==> src/rtl/lcd_line_pkg.sv <==
package lcd_line_pkg;

    // Phases of one display line, in the order they are visited
    typedef enum logic [1:0] {
        ST_LEAD  = 2'd0,
        ST_DATA  = 2'd1,
        ST_TRAIL = 2'd2,
        ST_PULSE = 2'd3
    } line_state_e;

endpackage

==> src/rtl/lcd_pix_div.sv <==
module lcd_pix_div #(
    parameter int DW = 6
) (
    input  logic          clk,
    input  logic          rst,
    input  logic [DW-1:0] div,
    output logic          pix_ce
);
    localparam int CW = DW + 1;

    logic [CW-1:0] cnt;
    logic [CW-1:0] last;

    // terminal count 2*(div+1)-1
    assign last = {div, 1'b1};

    always_ff @(posedge clk) begin
        if (rst)
            cnt <= '0;
        else if (cnt >= last)
            cnt <= '0;
        else
            cnt <= cnt + 1'b1;
    end

    assign pix_ce = (cnt == last);

endmodule

==> src/rtl/lcd_cfg_shadow.sv <==
module lcd_cfg_shadow #(
    parameter int XW = 10,
    parameter int WW = 8,
    parameter int PW = 8,
    parameter int LW = 10,
    parameter int DW = 6
) (
    input  logic          clk,
    input  logic          rst,
    input  logic          load,
    input  logic [XW-1:0] in_xmax,
    input  logic [WW-1:0] in_wait_pre,
    input  logic [PW-1:0] in_pulse_w,
    input  logic [WW-1:0] in_wait_post,
    input  logic [LW-1:0] in_lines,
    input  logic [DW-1:0] in_div,
    output logic [XW-1:0] sh_xmax,
    output logic [WW-1:0] sh_wait_pre,
    output logic [PW-1:0] sh_pulse_w,
    output logic [WW-1:0] sh_wait_post,
    output logic [LW-1:0] sh_lines,
    output logic [DW-1:0] sh_div,
    output logic [WW-1:0] nx_wait_post
);
    always_ff @(posedge clk) begin
        if (rst || load) begin
            sh_xmax      <= in_xmax;
            sh_wait_pre  <= in_wait_pre;
            sh_pulse_w   <= in_pulse_w;
            sh_wait_post <= in_wait_post;
            sh_lines     <= in_lines;
            sh_div       <= in_div;
        end
    end

    // lead wait that the line after the current pulse will use
    assign nx_wait_post = load ? in_wait_post : sh_wait_post;

endmodule

==> src/rtl/lcd_line_fsm.sv <==
module lcd_line_fsm
    import lcd_line_pkg::*;
#(
    parameter int XW = 10,
    parameter int WW = 8,
    parameter int PW = 8,
    parameter int LW = 10
) (
    input  logic          clk,
    input  logic          rst,
    input  logic          pix_ce,
    input  logic [XW-1:0] xmax,
    input  logic [WW-1:0] wait_pre,
    input  logic [PW-1:0] pulse_w,
    input  logic [WW-1:0] wait_post,
    input  logic [LW-1:0] lines,
    input  logic [WW-1:0] nx_wait_post,
    output logic          frame_end,
    output logic          line_pulse,
    output logic          frame_mark,
    output logic          data_act
);
    localparam int CW0 = (XW > WW) ? XW : WW;
    localparam int CW  = (CW0 > PW) ? CW0 : PW;
    localparam int LCW = CW + 1;

    line_state_e   state, nstate;
    logic [CW-1:0] cnt;
    logic [LW-1:0] line;
    logic [LW-1:0] lines1;
    logic [LCW-1:0] len;
    logic [LCW-1:0] cnt_inc;
    logic          done;
    logic          last_line;

    // length of the current phase in pixel clocks
    always_comb begin
        unique case (state)
            ST_LEAD:  len = LCW'(wait_post);
            ST_DATA:  len = (xmax == '0) ? LCW'(1) : LCW'(xmax);
            ST_TRAIL: len = LCW'(wait_pre);
            ST_PULSE: len = (pulse_w == '0) ? LCW'(1) : LCW'(pulse_w);
            default:  len = '0;
        endcase
    end

    assign cnt_inc   = {1'b0, cnt} + 1'b1;
    assign done      = pix_ce && (cnt_inc >= len);
    assign lines1    = (lines == '0) ? LW'(1) : lines;
    assign last_line = (line == lines1 - LW'(1));
    assign frame_end = done && (state == ST_PULSE) && last_line;

    // transitions, with zero-length guard waits skipped
    always_comb begin
        nstate = state;
        if (done) begin
            unique case (state)
                ST_LEAD:  nstate = ST_DATA;
                ST_DATA:  nstate = (wait_pre == '0) ? ST_PULSE : ST_TRAIL;
                ST_TRAIL: nstate = ST_PULSE;
                ST_PULSE: nstate = (nx_wait_post == '0) ? ST_DATA : ST_LEAD;
                default:  nstate = ST_LEAD;
            endcase
        end
    end

    // state register
    always_ff @(posedge clk) begin
        if (rst) begin
            state <= ST_LEAD;
            cnt   <= '0;
            line  <= '0;
        end else if (pix_ce) begin
            if (done) begin
                state <= nstate;
                cnt   <= '0;
                if (state == ST_PULSE)
                    line <= last_line ? '0 : line + LW'(1);
            end else begin
                cnt <= cnt + 1'b1;
            end
        end
    end

    // outputs
    always_comb begin
        line_pulse = (state == ST_PULSE);
        frame_mark = (state == ST_PULSE) && last_line;
        data_act   = (state == ST_DATA);
    end

endmodule

==> src/rtl/lcd_line_timer.sv <==
module lcd_line_timer #(
    parameter int XW = 10,
    parameter int WW = 8,
    parameter int PW = 8,
    parameter int LW = 10,
    parameter int DW = 6
) (
    input  logic          clk,
    input  logic          rst,
    input  logic [XW-1:0] cfg_xmax,
    input  logic [WW-1:0] cfg_wait_pre,
    input  logic [PW-1:0] cfg_pulse_w,
    input  logic [WW-1:0] cfg_wait_post,
    input  logic [LW-1:0] cfg_lines,
    input  logic [DW-1:0] cfg_div,
    output logic          pix_ce,
    output logic          line_pulse,
    output logic          frame_mark,
    output logic          data_act
);
    logic [XW-1:0] sh_xmax;
    logic [WW-1:0] sh_wait_pre;
    logic [PW-1:0] sh_pulse_w;
    logic [WW-1:0] sh_wait_post;
    logic [LW-1:0] sh_lines;
    logic [DW-1:0] sh_div;
    logic [WW-1:0] nx_wait_post;
    logic          frame_end;

    lcd_cfg_shadow #(.XW(XW), .WW(WW), .PW(PW), .LW(LW), .DW(DW)) u_shadow (
        .clk          (clk),
        .rst          (rst),
        .load         (frame_end),
        .in_xmax      (cfg_xmax),
        .in_wait_pre  (cfg_wait_pre),
        .in_pulse_w   (cfg_pulse_w),
        .in_wait_post (cfg_wait_post),
        .in_lines     (cfg_lines),
        .in_div       (cfg_div),
        .sh_xmax      (sh_xmax),
        .sh_wait_pre  (sh_wait_pre),
        .sh_pulse_w   (sh_pulse_w),
        .sh_wait_post (sh_wait_post),
        .sh_lines     (sh_lines),
        .sh_div       (sh_div),
        .nx_wait_post (nx_wait_post)
    );

    lcd_pix_div #(.DW(DW)) u_div (
        .clk    (clk),
        .rst    (rst),
        .div    (sh_div),
        .pix_ce (pix_ce)
    );

    lcd_line_fsm #(.XW(XW), .WW(WW), .PW(PW), .LW(LW)) u_fsm (
        .clk          (clk),
        .rst          (rst),
        .pix_ce       (pix_ce),
        .xmax         (sh_xmax),
        .wait_pre     (sh_wait_pre),
        .pulse_w      (sh_pulse_w),
        .wait_post    (sh_wait_post),
        .lines        (sh_lines),
        .nx_wait_post (nx_wait_post),
        .frame_end    (frame_end),
        .line_pulse   (line_pulse),
        .frame_mark   (frame_mark),
        .data_act     (data_act)
    );

endmodule

==> config.mk <==
export PLATFORM = sky130hd
export DESIGN_NAME = lcd_line_timer
export DESIGN_NICKNAME = d
export VERILOG_FILES = /design/src/rtl/lcd_line_pkg.sv /design/src/rtl/lcd_pix_div.sv /design/src/rtl/lcd_cfg_shadow.sv /design/src/rtl/lcd_line_fsm.sv /design/src/rtl/lcd_line_timer.sv
export SDC_FILE = /design/constraint.sdc
export NUM_CORES = 1
export LEC_CHECK = 0
export ABC_CLOCK_PERIOD_IN_PS = 9500
export BUFFER_PORTS_ARGS = -buffer_cell sky130_fd_sc_hd__buf_2
export CAP_MARGIN = 10
export CORE_MARGIN = 10
export CORE_UTILIZATION = 55
export DETAILED_ROUTE_END_ITERATION = 16
export PLACE_DENSITY = 0.82
export SLEW_MARGIN = 15
export SYNTH_ARGS = -nofsm -noshare
export SYNTH_HDL_FRONTEND = slang
export SYNTH_SLANG_ARGS = --single-unit
==> constraint.sdc <==
create_clock -name clk -period 9.5 [get_ports clk]
set_clock_uncertainty 0.2 [all_clocks]
set_input_delay 1.425 -clock clk [delete_from_list [all_inputs] [get_ports clk]]
set_output_delay 1.425 -clock clk [all_outputs]
set_load 0.02 [all_outputs]
# Word-level counts from Yosys, hierarchy flattened
# Index checks and enable logic that the tools add are counted.
[word_totals]
elab_cells = 46
output_inout_bits = 4
in_bits = 52
register_bits = 79
[classes]
n_eq_ne = 5
n_mux = 10
n_reduce_logical = 14
add_sub_neg = 5
magnitude_cmp = 2
[ops]
columns = ["operator", "n"]
rows = [
  ["$pmux W11 S4", 1],
  ["$mux W10", 4],
  ["$logic_not A8 Y1", 3],
  ["$add A10 B1 Y10 const B", 2],
  ["$logic_not A10 Y1", 2],
  ["$mux W8", 2],
  ["$add A10 B1 Y11 const B", 1],
  ["$ge A11 B11 Y1", 1],
  ["$eq A10 B10 Y1", 1],
  ["$sub A10 B1 Y10 const B", 1],
  ["$pmux W2 S4", 1],
  ["$add A7 B1 Y7 const B", 1],
  ["$eq A7 B7 Y1", 1],
  ["$ge A7 B7 Y1", 1],
  ["$eq A2 B2 Y1 const B", 2],
  ["$logic_and A1 B1 Y1", 4],
  ["$reduce_and A3 Y1", 1],
  ["$eq A2 B1 Y1 const B", 1],
  ["$logic_not A2 Y1", 1],
  ["$mux W1", 2],
  ["$reduce_and A2 Y1", 1],
  ["$reduce_or A2 Y1", 1],
  ["$logic_or A1 B1 Y1", 1],
]

# Depth between registers and ports, before layout
# Gate-level depths: netlist (run 1).
[depth]
word_depth = 11
mapped_depth = 16
mapped_depth_nobuf = 13

# Modules after synthesis
# Synthesis (run 1) repeated with hierarchy kept, for this count alone.
[unflattened]
cells_unflattened = 365
hier_area_um2 = 4066.4
[modules_own_cells]
columns = ["mod", "instances", "cells_each", "area_per_inst_um2", "seq_area_each_um2"]
rows = [
  ["lcd_line_fsm", 1, 256, 1995.7, 440.4],
  ["lcd_cfg_shadow", 1, 60, 1639.1, 1501.4],
  ["lcd_pix_div", 1, 49, 431.7, 140.1],
]

# Worst setup path before layout (run 1)
# Ideal clock, no wire load.
[synth_timing]
kind = "flip-flop to output port"
startpoint = "register u_shadow.sh_lines[5]"
endpoint = "output port frame_mark"
arrival_time_ns = 2.343
n_path_buf = 0
slack_ns = 5.532
required_ns = 7.875
path_stages_with_launch = 9
cell_sequence = "edfxtp_1 > nor4_2 > a41oi_1 > ha_1 > or3b_1 > nor4_1 > a21o_1 > a311o_1 > and4bb_1"
[synth_between]
elab_chain_cells = 5
[synth_lines]
columns = ["element", "line_no", "text"]
rows = [
  ["start, declared", "lcd_cfg_shadow.sv:21", "output logic [LW-1:0] sh_lines,"],
  ["start signal, assigned", "lcd_cfg_shadow.sv:31", "sh_lines <= in_lines;"],
  ["$logic_not A10 Y1", "lcd_line_fsm.sv:49", "assign lines1 = (lines == '0) ? LW'(1) : lines;"],
  ["$mux W10 (*)", "lcd_line_fsm.sv:49", ""],
  ["$sub A10 B1 Y10 (*)", "lcd_line_fsm.sv:50", "assign last_line = (line == lines1 - LW'(1));"],
  ["$eq A10 B10 Y1 (*)", "lcd_line_fsm.sv:50", ""],
  ["$logic_and A1 B1 Y1 (*)", "lcd_line_fsm.sv:88", "frame_mark = (state == ST_PULSE) && last_line;"],
  ["end, declared", "lcd_line_timer.sv:18", "output logic frame_mark,"],
]
# Every way passes the cells marked *; elsewhere a longest branch is shown, timed or not.

# Worst setup path in the final report (run 1)
# Same ends and word-level chain as after synthesis.

==> results summary, run 1 <==
The setup slack on the worst flop-to-flop path came out at 5.16 ns. The DRC violation count after routing is 0. Gates resized during post-CTS repair numbered 0. The share of total power dissipated in sequential elements is 56.2%. For this configuration, the core starts out at a cell density of 57.3%. The post-route netlist has 19.1% of its cells at a drive strength greater than 1. The critical path goes through nor4_2 -> a41oi_1 -> ha_1 -> or3b_1 -> nor4_1 -> a21o_1 -> a311o_1 -> and4bb_1 -> buf_2. The final critical delay including setup and external delays came out at between 4 and 5 ns. The net load switching power came out at 0.180 mW. The number of global-route vias before repair came out at 2878. The number of maximum-capacitance constraint violations is 0.

The most frequent standard cell in the layout excluding fill and tap cells is sky130_fd_sc_hd__buf_2. The pin count of the biggest net entering global routing is 57. The clock-pin slew reported for the worst setup and hold paths after clock tree synthesis came out at roughly 0.09 ns. The final critical-path share of the clock period came out at 49.5%. The synthesized area divided by synthesized cell count is 10.8 um^2.

In this run the number of H-tree levels came out at 3. The placeable core region is around 0.0069 mm^2. The number of different library cells used by synthesis comes to 49. The number of buffers created by CTS is 9. The number of inserted diodes is 0. The overflow left after global routing is 0. The summed negative setup slack over all endpoints came out at 0 ns. The worst hold path startpoint is u_div.cnt[0]$_SDFF_PP0_. The top achievable clock speed came out at between 0.2 and 0.25 GHz.

The number of setup violations in the final report is 0. The starting DRC count in detailed routing is 144. The flow ran to the end, and the final reports show no timing, DRC or antenna violations. The post-synthesis sequential element count is 79. The normalized max-slew margin came out at between 40% and 50%. The capturing point of the worst reg2reg path is u_shadow.sh_pulse_w[7]$_DFFE_PP_. The measured slew at the worst slew-check pin came out at ~0.76 ns. The number of antenna-violating nets in the routed design is 0. Of all nets on the critical path, the largest fanout is 5. Setup repair after global routing left no endpoint under its margin. The quantity of hold-fixing buffers added after cts is 0. During synthesis, Yosys emitted a total of 0 warnings. The synthesis-to-layout area growth came out at 14.0%. The horizontal die dimension is 105 um.

The launch point of the worst reg-to-reg path is u_fsm.state[0]$_SDFFE_PP0P_. The power density over the cells is about 160 mW/mm^2. The number of synthesized flops with an enable pin is 50. By area the synthesized netlist is led by sky130_fd_sc_hd__edfxtp_1 38%, sky130_fd_sc_hd__dfxtp_1 15%, sky130_fd_sc_hd__ha_1 7.6%. The design draws 0.728 mW. The worst setup path is captured at an output port. The synthesized netlist net count is 441. The global-route wire length before repair is 13600 um. The post-detailed-placement half-perimeter wirelength came out at 6050 um.

The leakage power figure is 1.77 nW. The cell type group with the largest total delay on the critical path is simple AND/OR/NAND/NOR gates. Before antenna repair, the detailed router went through 5 iterations. The vias after detailed routing came out at between 2000 and 3000. The final-report max-slew violation count came out at 0. Among all stages on the critical path, the largest delay is contributed by sky130_fd_sc_hd__nor4_2. The die area is 0.0110 mm^2. In the final design database the tool counted 496 nets. The internal power of the cells totals roughly 0.55 mW. Dividing the detail-routed wire length by the instance count gives 15.3 um. Of the total power, the share spent switching nets is 24.7%. For the worst-skew pair, the clock arrives at the later sink with an insertion delay of 0.35 ns. The worst setup path is of the reg2out kind. Counting instances, the worst hold path has a depth of 1. The die is between 100 and 150 um tall.

At the worst endpoint, the arrival time is 3.08 ns. The share of power burned in combinational logic came out at approximately 9.0%. The smallest hold slack came out at around 0.28 ns. The count of clock tree sinks is 79. In the layout the commonest cells are 55 x sky130_fd_sc_hd__buf_2, 50 x sky130_fd_sc_hd__edfxtp_1, 38 x sky130_fd_sc_hd__nand2_1, 34 x sky130_fd_sc_hd__nor2_1, 29 x sky130_fd_sc_hd__dfxtp_1. The maximum resistive drop on vdd came out at 142 uV. Setup slack closes at 4.80 ns. Summed over all instances, the cell type with the most area after synthesis is sky130_fd_sc_hd__edfxtp_1. The wire length after detailed routing is around 8000 um. The share of async-settable or async-resettable flops after synthesis came out at 0%. The clock tree buffer depth came out at 2.

The total of buffers placed on input and output ports came out at 55. Counting both buffers and inverters, the worst setup path holds a total of 1. The initial antenna violation count came out at 0. The hold violation count in the final report came out at 0. The weighted congestion at the end of routability-driven global placement came out at 0.863.

The TritonCTS clock tree is yes. The total global routing track utilization is 14.7%. The sequential element share of the synthesized area is 52.6%.

For this run, the leading register cell type out of synthesis is sky130_fd_sc_hd__edfxtp_1. The worst hold path terminates at u_div.cnt[0]$_SDFF_PP0_. STA classifies the critical path startpoint as a flip-flop. The number of instances in the synthesized netlist is approximately 370. The proportion of power drawn by the clock network is 34.8%.

In this run the worst hold path is classified as reg2reg. 56 I/O pins were placed. STA puts the critical path data required time at 7.88 ns. The number of cells traversed by the worst register-to-register path is 10.

The cell sitting at the root of the clock tree is a sky130_fd_sc_hd__clkbuf_8. The synthesized design devotes to its leading area cell type between 30% and 40% of total area. Using the TritonRoute via totals, the vias-per-cell ratio works out to approximately 5.6. The post-synthesis cell area came out at approximately 0.0040 mm^2. The total number of placement rows came out at 30.

The post-CTS setup buffer count is 0. The worst setup slack before clock tree synthesis came out at 5.21 ns. The biggest cell delay along the critical path came out at 0.52 ns.
## final cells by class
cell class	instances	area (um^2)
clock buffers	9	124
flip-flops and latches	79	2080
well taps	96	120
clock inverters	7	80.1
multi-input cells	261	1780
inverters	14	52.6
fillers	559	2390
repair buffers	55	275
## flip-flops by register name (all words and copies together) (netlist names), 7 cells and up
signal and flops:
u_shadow.sh_wait_post 8, u_shadow.sh_pulse_w 8, u_shadow.sh_wait_pre 8, u_shadow.sh_lines 10, u_shadow.sh_xmax 10, u_div.cnt 7, u_fsm.cnt 10, u_fsm.line 10
## metrics by stage
| stage | cell area (um^2) | instances | utilization, % |
|---|---|---|---|
| 2_1_floorplan | 3960 | 365 | - |
| 3_3_place_gp | 4310 | 505 | 62.4 |
| 3_5_place_dp | 4310 | 505 | 62.4 |
| 4_1_cts | 4510 | 521 | 65.3 |
| 5_1_grt | 4510 | 521 | 65.3 |
| 6_report | 4510 | 521 | 65.3 |
## layer usage
layer	share of wire (%)	global-route usage, %	vias up
li1	-	-	1452
met3	6.2	5.16	14
met2	46	23.2	93
met4	1.8	4.51	0
met1	46	18.5	1359
met5	0	0	-
## Yosys cell counts (3+ instances only)
cell type	number
sky130_fd_sc_hd__a31oi_1	3
sky130_fd_sc_hd__nor2b_1	3
sky130_fd_sc_hd__clkbuf_1	7
sky130_fd_sc_hd__dfxtp_1	29
sky130_fd_sc_hd__nor4_1	7
sky130_fd_sc_hd__nor4b_1	4
sky130_fd_sc_hd__xnor2_1	12
sky130_fd_sc_hd__nand4_1	7
sky130_fd_sc_hd__o21ai_0	9
sky130_fd_sc_hd__xor2_1	25
sky130_fd_sc_hd__edfxtp_1	50
sky130_fd_sc_hd__ha_1	24
sky130_fd_sc_hd__and3_1	4
sky130_fd_sc_hd__nand2b_1	3
sky130_fd_sc_hd__nand3_1	14
sky130_fd_sc_hd__a21o_1	5
sky130_fd_sc_hd__nor3_1	8
sky130_fd_sc_hd__a21oi_1	13
sky130_fd_sc_hd__inv_1	14
sky130_fd_sc_hd__a222oi_1	8
sky130_fd_sc_hd__nor2_2	6
sky130_fd_sc_hd__nor2_1	34
sky130_fd_sc_hd__nand2_1	38
sky130_fd_sc_hd__o31a_1	3
## how the worst max path moves through the flow
stage | from | to | slack, ns | depth (start not counted)
finish | u_shadow.sh_lines[5]$_DFFE_PP_ | frame_mark | 4.80 | 9
global route | u_shadow.sh_lines[5]$_DFFE_PP_ | frame_mark | 4.67 | 9
CTS | u_shadow.sh_lines[5]$_DFFE_PP_ | frame_mark | 4.81 | 9
detailed placement | u_shadow.sh_lines[5]$_DFFE_PP_ | frame_mark | 5.21 | 9
global placement | u_shadow.sh_lines[5]$_DFFE_PP_ | frame_mark | 5.27 | 9
floorplan | u_shadow.sh_lines[5]$_DFFE_PP_ | frame_mark | 5.53 | 8
## power by group through the flow
| stage | sequential [mW] | combinational, mW | clock (mW) |
|---|---|---|---|
| after global placement | 0.416 | 0.0626 | 0 |
| after detailed placement | 0.417 | 0.0657 | 0 |
| after global routing | 0.412 | 0.0747 | 0.278 |
| after CTS | 0.409 | 0.0658 | 0.258 |
| after floorplan | 0.410 | 0.0458 | 0 |
| final | 0.409 | 0.0652 | 0.254 |
## worst register-to-register path, cell delays in order (launching register included)
cell                       delay, ns
sky130_fd_sc_hd__dfxtp_1        0.40
sky130_fd_sc_hd__ha_1           0.65
sky130_fd_sc_hd__a222oi_1       0.23
sky130_fd_sc_hd__nand2_1        0.11
sky130_fd_sc_hd__o21ai_0        0.09
sky130_fd_sc_hd__ha_1           0.31
sky130_fd_sc_hd__nand2_1        0.07
sky130_fd_sc_hd__or3_1          0.34
sky130_fd_sc_hd__o32ai_1        0.23
sky130_fd_sc_hd__o31a_1         0.62
sky130_fd_sc_hd__a21o_4         0.66
## cell families (layout without fill, tap and decap cells)
family	after synthesis	in the layout	synth area share, %
AND/OR/NAND/NOR	143	143	18.7
flip-flops	79	79	52.6
AO/OA/AOI/OAI	56	56	10.2
XOR/XNOR	37	37	8.19
buffers and inverters	25	85	2.43
adder cells (fa/ha/maj)	24	24	7.59
multiplexers	1	1	0.253
Power figures use the tool's default switching activity.
==> run 2, diff against run 1 <==
--- a/config.mk
+++ b/config.mk
@@ -5,7 +5,7 @@
 export SDC_FILE = /design/constraint.sdc
 export NUM_CORES = 1
 export LEC_CHECK = 0
-export ABC_CLOCK_PERIOD_IN_PS = 9500
+export ABC_CLOCK_PERIOD_IN_PS = 4800
 export BUFFER_PORTS_ARGS = -buffer_cell sky130_fd_sc_hd__buf_2
 export CAP_MARGIN = 10
 export CORE_MARGIN = 10
==> constraint.sdc (replaced) <==
create_clock -name clk -period 4.8 [get_ports clk]
set_clock_uncertainty 0.2 [all_clocks]
set_input_delay 0.72 -clock clk [delete_from_list [all_inputs] [get_ports clk]]
set_output_delay 0.72 -clock clk [all_outputs]
set_load 0.02 [all_outputs]
==> run 2 against run 1 <==
Against the previous run:
- clock-buffer cell count is 1 higher
- critical path depth increased by 2
- non-clock buffer count rose by 1
- largest cell class unchanged
- highest routed layer unchanged
==> results summary, run 2 (synthesis gave the netlist of run 1 again) <==
The wire length after detailed routing was 8030 um (+0.55%). The maximum fanout along the worst path came out at 56 (+51). The number of global-route vias before repair is 2853 (-0.87%). The initial cell density of the core came out at 57.3% (unchanged). The share of power burned in combinational logic is 9.7% (+0.7 points). The tree is rooted in a sky130_fd_sc_hd__clkbuf_8. The path class of the tightest hold or removal check is reg2reg.

The number of primary I/O pins came out at 56 (unchanged). The overflow left after global routing is 0 (unchanged). The data required time of the critical path is 4.58 ns (-3.30 ns). The number of cells traversed by the worst register-to-register path came out at 11 (+1).

The share of total power consumed by net switching is 24.3% (-0.44 points). The kind of end point of the critical path is a flip-flop. The global-route wire length before repair is 13500 um (-0.66%). The worst setup slack before clock tree synthesis is 0.665 ns (-4.54 ns). The internal portion of total power was 1.02 mW (+86%). The DRC violation count after routing came out at 0 (unchanged). The quantity of hold-fixing buffers added after cts is 0 (unchanged). The net load switching power came out at 0.327 mW (+82%). The portion of total power attributed to sequential cells is 60.3% (+4.1 points). The placeable core region is 0.00691 mm^2 (unchanged).

The total global routing track utilization came out at 14.7% (-0.046 points). The total number of placement rows was 30 (unchanged). The overall power after layout is 1.35 mW (+85%). The measured slew at the worst slew-check pin is 0.771 ns (+0.0122 ns). The core utilization of the finished layout is 64.7% (-0.60 points). The number of antenna-violating nets in the routed design came out at 0 (unchanged). The leakage power figure was 1.76 nW (-0.75%). The number of setup violations in the final report is 0 (unchanged).

By startpoint and endpoint, the worst setup path is classified as reg2reg. The post-cts resize count is 0 (unchanged). The die boundary height is 105 um (unchanged). The library cells used most frequently in the layout, excluding fill and tap cells, are 55 x sky130_fd_sc_hd__buf_2, 50 x sky130_fd_sc_hd__edfxtp_1, 38 x sky130_fd_sc_hd__nand2_1, 34 x sky130_fd_sc_hd__nor2_1, 29 x sky130_fd_sc_hd__dfxtp_1. The worst setup path is launched from a flip-flop. The post-detailed-placement half-perimeter wirelength is 6070 um (+0.40%). The horizontal die dimension is 105 um (unchanged). The vias per cell came out at 5.58 (-0.31%). The hold violation count in the final report was 0 (unchanged). The pin count of the biggest net entering global routing came out at 57 (unchanged). The normalized max-slew margin came out at 48.4% (-0.82 points). The share of layout cells above drive strength 1 came out at 18.6% (-0.47 points). The power density over the cells came out at 301 mW/mm^2 (+87%). The proportion of power drawn by the clock network came to 30.0% (-4.8 points). The number of inserted diodes was 0 (unchanged). The library cell used most frequently in the layout, excluding fill and tap cells, is sky130_fd_sc_hd__buf_2.

Setup repair after global routing left no endpoint under its margin. The weighted congestion at the end of routability-driven global placement came to 0.771 (-11%). The maximum resistive drop on vdd was 219 uV (+54%). The flow ran to the end, and the final reports show no timing, DRC or antenna violations. The starting DRC count in detailed routing is 213 (+48%). The number of maximum-capacitance constraint violations came out at 0 (unchanged). The count of clock tree sinks came to 79 (unchanged). The clock latency at the later pin of the worst-skew pair is 0.35 ns (about the same). The clock tree buffer depth came out at 2 (unchanged). The filler cell count came out at 546 (-2.3%).

The total of buffers placed on input and output ports is 55 (unchanged). The number of buffers created by CTS came to 9 (unchanged). The post-CTS setup buffer count is 0 (unchanged). The routed wirelength normalized by instance count is 15.4 um (+0.55%). The post-layout net count came to 497 (+0.20%). The final critical-path share of the clock period is 87.2%. The final worst setup slack is 0.616 ns (-4.18 ns).

The summed negative setup slack over all endpoints came to 0 ns (unchanged). TritonCTS built the clock tree. The vias after detailed routing is 2909 (-0.31%). The final-report max-slew violation count is 0 (unchanged).

The die area is 0.0110 mm^2 (unchanged). The H-tree level count was 3 (unchanged). The top achievable clock speed came out at between 0.2 and 0.25 GHz. The total iterations of the first detailed-routing run came out at 5 (unchanged).

The clock-pin slew reported for the worst setup and hold paths after clock tree synthesis is 0.08 ns (about the same). The synthesis-to-layout area growth came out at 13.0%. The worst hold path depth came out at 1 (unchanged). The smallest clock period supported by the final layout is computed as 4.18 ns. The initial antenna violation count is 0 (unchanged). The arrival time reported for the critical path endpoint came to 3.96 ns (+0.88 ns).
## run 2: cell types whose count changed in the layout (fill, tap and decap cells not counted), sizes merged
cell	before	now
buf	55	56
bufinv	1	0
clkbuf	9	10
clkinv	2	5
clkinvlp	1	0
inv	17	14
## run 2: through the flow
stage,hold WS [ns],cell area [um^2],cells
floorplan,0.238,3960,365
global placement,0.262,4320,506
detailed placement,0.273,4320,506
CTS,0.290,4470,521
global route,0.328,4470,521
finish,0.290,4470,521
## run 2: cell type report
class,count,area [um^2],area share [%]
Clock buffer,10,128,2.85
Clock inverter,5,27.5,0.616
Inverter,14,52.6,1.18
Multi-Input combinational cell,261,1780,39.8
Sequential cell,79,2080,46.6
Tap cell,96,120,2.69
Timing Repair Buffer,56,283,6.32
## run 2: final timing paths
check / from / slack, ns / end
setup / recovery: u_fsm.cnt[0]$_SDFFE_PP0P_ / 0.62 / u_shadow.sh_wait_post[2]$_DFFE_PP_
hold / removal: u_div.cnt[0]$_SDFF_PP0_ / 0.29 / u_div.cnt[0]$_SDFF_PP0_
setup reg to reg: u_fsm.cnt[0]$_SDFFE_PP0P_ / 0.62 / u_shadow.sh_wait_post[2]$_DFFE_PP_
hold reg to reg: u_div.cnt[0]$_SDFF_PP0_ / 0.29 / u_div.cnt[0]$_SDFF_PP0_
## run 2: power by group through the flow
| stage | clock (mW) | combinational (mW) | sequential, mW |
|---|---|---|---|
| after floorplan | 0 | 0.0906 | 0.812 |
| after global placement | 0 | 0.124 | 0.822 |
| after detailed placement | 0 | 0.131 | 0.825 |
| after CTS | 0.410 | 0.132 | 0.810 |
| after global routing | 0.441 | 0.149 | 0.817 |
| final | 0.404 | 0.131 | 0.811 |
## run 2: routing by layer
metal / routed length, um / GRT usage [%] / part of all wire [%]
met1: 3740 / 19.3 / 47
met2: 3630 / 22.3 / 45
met3: 534 / 3.99 / 6.7
met4: 120 / 5.88 / 1.5
met5: 0 / 0 / 0
## run 2: worst max-delay path: stages (launching register included)
cell and delay (ns):
sky130_fd_sc_hd__dfxtp_1 0.39, sky130_fd_sc_hd__and3_1 0.25, sky130_fd_sc_hd__nand3_1 0.13, sky130_fd_sc_hd__nor2_1 0.27
sky130_fd_sc_hd__nand3_1 0.13, sky130_fd_sc_hd__xnor2_1 0.15, sky130_fd_sc_hd__ha_1 0.30, sky130_fd_sc_hd__nand2_1 0.07
sky130_fd_sc_hd__or3_1 0.36, sky130_fd_sc_hd__o32ai_1 0.24, sky130_fd_sc_hd__o31a_1 0.61, sky130_fd_sc_hd__a21o_4 0.65
==> run 3, diff against run 2 <==
--- a/config.mk
+++ b/config.mk
@@ -5,13 +5,14 @@
 export SDC_FILE = /design/constraint.sdc
 export NUM_CORES = 1
 export LEC_CHECK = 0
-export ABC_CLOCK_PERIOD_IN_PS = 4800
+export ABC_CLOCK_PERIOD_IN_PS = 3500
 export BUFFER_PORTS_ARGS = -buffer_cell sky130_fd_sc_hd__buf_2
 export CAP_MARGIN = 10
 export CORE_MARGIN = 10
-export CORE_UTILIZATION = 55
+export CORE_UTILIZATION = 52
+export CTS_CLUSTER_DIAMETER = 40
 export DETAILED_ROUTE_END_ITERATION = 16
-export PLACE_DENSITY = 0.82
+export PLACE_DENSITY = 0.81
 export SLEW_MARGIN = 15
 export SYNTH_ARGS = -nofsm -noshare
 export SYNTH_HDL_FRONTEND = slang
==> constraint.sdc (replaced) <==
create_clock -name clk -period 3.5 [get_ports clk]
set_clock_uncertainty 0.2 [all_clocks]
set_input_delay 0.525 -clock clk [delete_from_list [all_inputs] [get_ports clk]]
set_output_delay 0.525 -clock clk [all_outputs]
set_load 0.02 [all_outputs]
==> run 3 against run 2 <==
Against the previous run:
- the flow now finishes with violations (negative setup slack)
- highest routed layer unchanged
- critical endpoint is now frame_mark
- core utilization increased by 1.7 points
- register-to-register slack worse by 0.58 ns
- clock power grew 59%
- via count up 7.2%
- sequential share of layout area shrank 3.8 points
- clock-buffer cell count is the same
- cell area rose by 9.0%
- largest power group unchanged
- die area rose by 4.7%
==> results summary, run 3 (synthesis gave the netlist of run 1 again) <==
The setup slack on the worst flop-to-flop path is 0.04 ns (-0.58 ns). The tightest min-delay check is of the in2reg type. The arrival time reported for the critical path endpoint came out at 2.80 ns (-1.16 ns). The capturing point of the worst reg2reg path is u_shadow.sh_xmax[0]$_DFFE_PP_. The most critical setup path has its startpoint at u_shadow.sh_lines[8]$_DFFE_PP_. The DRC violation count after routing came out at 0 (unchanged). The total of buffers placed on input and output ports came out at 55 (unchanged). The number of primary I/O pins was 56 (unchanged). The critical path is of the reg2out type. The summed area of non-filler cells in the final layout is 0.00487 mm^2 (+9.0%).

The synthesis-to-layout area growth is 23.2%. The clock-pin slew reported for the worst setup and hold paths after clock tree synthesis came out at 0.09 ns (about the same). The clock tree root buffer cell is sky130_fd_sc_hd__clkbuf_8.

The starting DRC count in detailed routing came out at 177 (-17%). The critical path ends at frame_mark. The number of maximum-capacitance constraint violations came out at 0 (unchanged). The total global routing track utilization is 15.6% (+0.93 points). The most frequent standard cell in the layout excluding fill and tap cells is sky130_fd_sc_hd__buf_2. The overflow left after global routing came to 0 (unchanged). The hold violation count in the final report was 0 (unchanged). The H-tree level count came out at 3 (unchanged).

The number of setup violations in the final report is 1 (+1). The post-layout net count came out at 526 (+5.8%). The vias per cell came to 5.63 (+0.77%). In the layout the commonest cells are 54 x sky130_fd_sc_hd__buf_2, 50 x sky130_fd_sc_hd__edfxtp_1, 38 x sky130_fd_sc_hd__nand2_1, 34 x sky130_fd_sc_hd__nor2_1.

The combined area of the multi-input logic cells came out at 0.00187 mm^2 (+5.3%). The clock latency at the later pin of the worst-skew pair came out at 0.35 ns (about the same). The share of power burned in combinational logic came out at 11.6% (+1.9 points). The die area came out at 0.0115 mm^2 (+4.7%).

The horizontal die dimension is 107 um (+2.3%). The routed wirelength normalized by instance count came out at 16.5 um (+7.3%). The pin count of the biggest net entering global routing came out at 41 (-28%). The number of antenna-violating nets in the routed design came out at 0 (unchanged). The final worst setup slack came out at -0.0252 ns (-0.642 ns). The weighted congestion at the end of routability-driven global placement came out at 0.848 (+9.9%). The maximum resistive drop on vdd is 357 uV (+63%).

The checks that failed: negative setup slack. The portion of total power attributed to sequential cells is 55.9% (-4.4 points). The internal portion of total power came out at 1.48 mW (+45%). After layout, the worst path uses 101% of the clock period. The total iterations of the first detailed-routing run is 5 (unchanged). The footprint of the flip-flops and latches came out at 0.00208 mm^2 (+0.12%). The placed instance count is 525 (+3.8%).

TritonCTS built the clock tree. The number of global-route vias before repair was 3191 (+12%). The number of inserted diodes is 0 (unchanged). The die boundary height is 107 um (+2.3%). The overall power after layout came to 1.98 mW (+47%).

The share of layout cells above drive strength 1 came to 28.1% (+9.5 points). The wire length after detailed routing came out at 9160 um (+14%). The normalized max-slew margin came out at 63.0% (+15 points). Setup repair after global routing could not meet its margin everywhere. The leakage power figure is 1.94 nW (+10%). The measured slew at the worst slew-check pin came out at 0.555 ns (-0.216 ns). The filler cell count came out at 506 (-7.3%).

The data required time of the critical path was 2.77 ns (-1.81 ns). The global-route wire length before repair is 14800 um (+9.7%). The share of total power consumed by net switching is 25.4% (+1.1 points). The quantity of hold-fixing buffers added after cts was 0 (unchanged).

The post-detailed-placement half-perimeter wirelength came to 6570 um (+8.2%). The final critical delay including setup and external delays came out at between 3 and 4 ns. The launch point of the worst reg-to-reg path is u_shadow.sh_lines[8]$_DFFE_PP_. The proportion of power drawn by the clock network came to 32.5% (+2.5 points). The power density over the cells is 407 mW/mm^2 (+35%). The final-report max-slew violation count was 0 (unchanged).

The initial cell density of the core is 54.0% (-3.3 points). The total number of placement rows is 31 (+3.3%). Derived from the worst setup path, the maximum achievable clock frequency is approximately 0.28 GHz.

The initial antenna violation count is 0 (unchanged). The run finished, with violations left. The vias after detailed routing came out at 3117 (+7.2%). The number of buffers created by CTS came out at 9 (unchanged). The filler-free cell count of the finished design is 554 (+6.3%).

The kind of end point of the critical path is an output port. The count of clock tree sinks was 79 (unchanged). The maximum fanout along the worst path came to 2 (-96%). The net load switching power came out at 0.504 mW (+54%).

The placeable core region is 0.00733 mm^2 (+6.1%). STA classifies the critical path startpoint as a flip-flop. The clock tree buffer depth is 2 (unchanged). The number of cells traversed by the worst register-to-register path is 12 (+1). The cell area reported after detailed placement is 0.00447 mm^2 (+3.5%).
-- run 3: worst min path at each step --
stage                                  from                          endpoint  slack [ns]  depth (start not counted)
finish                           cfg_div[1]      u_shadow.sh_div[1]$_DFFE_PP_        0.14                          1
floorplan           u_div.cnt[0]$_SDFF_PP0_           u_div.cnt[0]$_SDFF_PP0_        0.24                          1
detailed placement  u_div.cnt[0]$_SDFF_PP0_           u_div.cnt[0]$_SDFF_PP0_        0.29                          1
CTS                          cfg_pulse_w[7]  u_shadow.sh_pulse_w[7]$_DFFE_PP_        0.13                          1
global placement    u_div.cnt[0]$_SDFF_PP0_           u_div.cnt[0]$_SDFF_PP0_        0.27                          1
global route                    cfg_xmax[8]     u_shadow.sh_xmax[8]$_DFFE_PP_        0.12                          1
-- run 3: final cells by class --
cell class / count / share of cell area (%)
sequential: 79 / 42.8
multi-input combinational: 261 / 38.4
timing repair buffer: 85 / 11.3
clock buffer: 10 / 3.05
tap: 99 / 2.54
inverter: 14 / 1.08
clock inverter: 6 / 0.873
-- run 3: routing by layer --
layer | wire length (um) | global-route usage, % | share of wire, %
met3 | 676 | 5.87 | 7.4
met2 | 4480 | 25.7 | 49
met4 | 127 | 4.06 | 1.4
met1 | 3880 | 18.7 | 42
met5 | 0 | 0 | 0
-- run 3: metrics by stage --
| step | utilization (%) | TNS [ns] | worst slack [ns] | hold slack (ns) |
|---|---|---|---|---|
| final | 66.5 | -0.0252 | -0.0252 | 0.142 |
| after global routing | 66.5 | -2.59 | -0.108 | 0.123 |
| after CTS | 64.7 | -0.0112 | -0.0112 | 0.134 |
| after detailed placement | 60.9 | 0 | 0.0155 | 0.295 |
| after global placement | 60.9 | 0 | 0.181 | 0.272 |
| after floorplan | - | 0 | 0.0399 | 0.238 |
-- run 3: critical path: stages, from the launching register on --
cell,delay [ns]
sky130_fd_sc_hd__edfxtp_1,0.43
sky130_fd_sc_hd__nor4_4,0.06
sky130_fd_sc_hd__a41oi_2,0.17
sky130_fd_sc_hd__ha_2,0.20
sky130_fd_sc_hd__or3b_4,0.39
sky130_fd_sc_hd__o31a_1,0.27
sky130_fd_sc_hd__a21o_1,0.15
sky130_fd_sc_hd__a311o_1,0.39
sky130_fd_sc_hd__and4bb_2,0.27
sky130_fd_sc_hd__buf_6,0.13
-- run 3: repair_timing --
| item | in CTS | in global routing |
|---|---|---|
| gates cloned | 0 | 1 |
| setup buffers | 9 | 3 |
| gates resized for setup | 6 | 17 |
| setup endpoints to repair | 39 | 73 |
| pin swaps | 3 | 5 |
-- run 3: power by group through the flow --
| stage | Clock (mW) | Combinational (mW) | Sequential (mW) |
|---|---|---|---|
| 2_1_floorplan | 0 | 0.124 | 1.11 |
| 3_3_place_gp | 0 | 0.186 | 1.12 |
| 3_5_place_dp | 0 | 0.198 | 1.13 |
| 4_1_cts | 0.648 | 0.215 | 1.10 |
| 5_1_grt | 0.701 | 0.258 | 1.11 |
| 6_report | 0.644 | 0.230 | 1.11 |
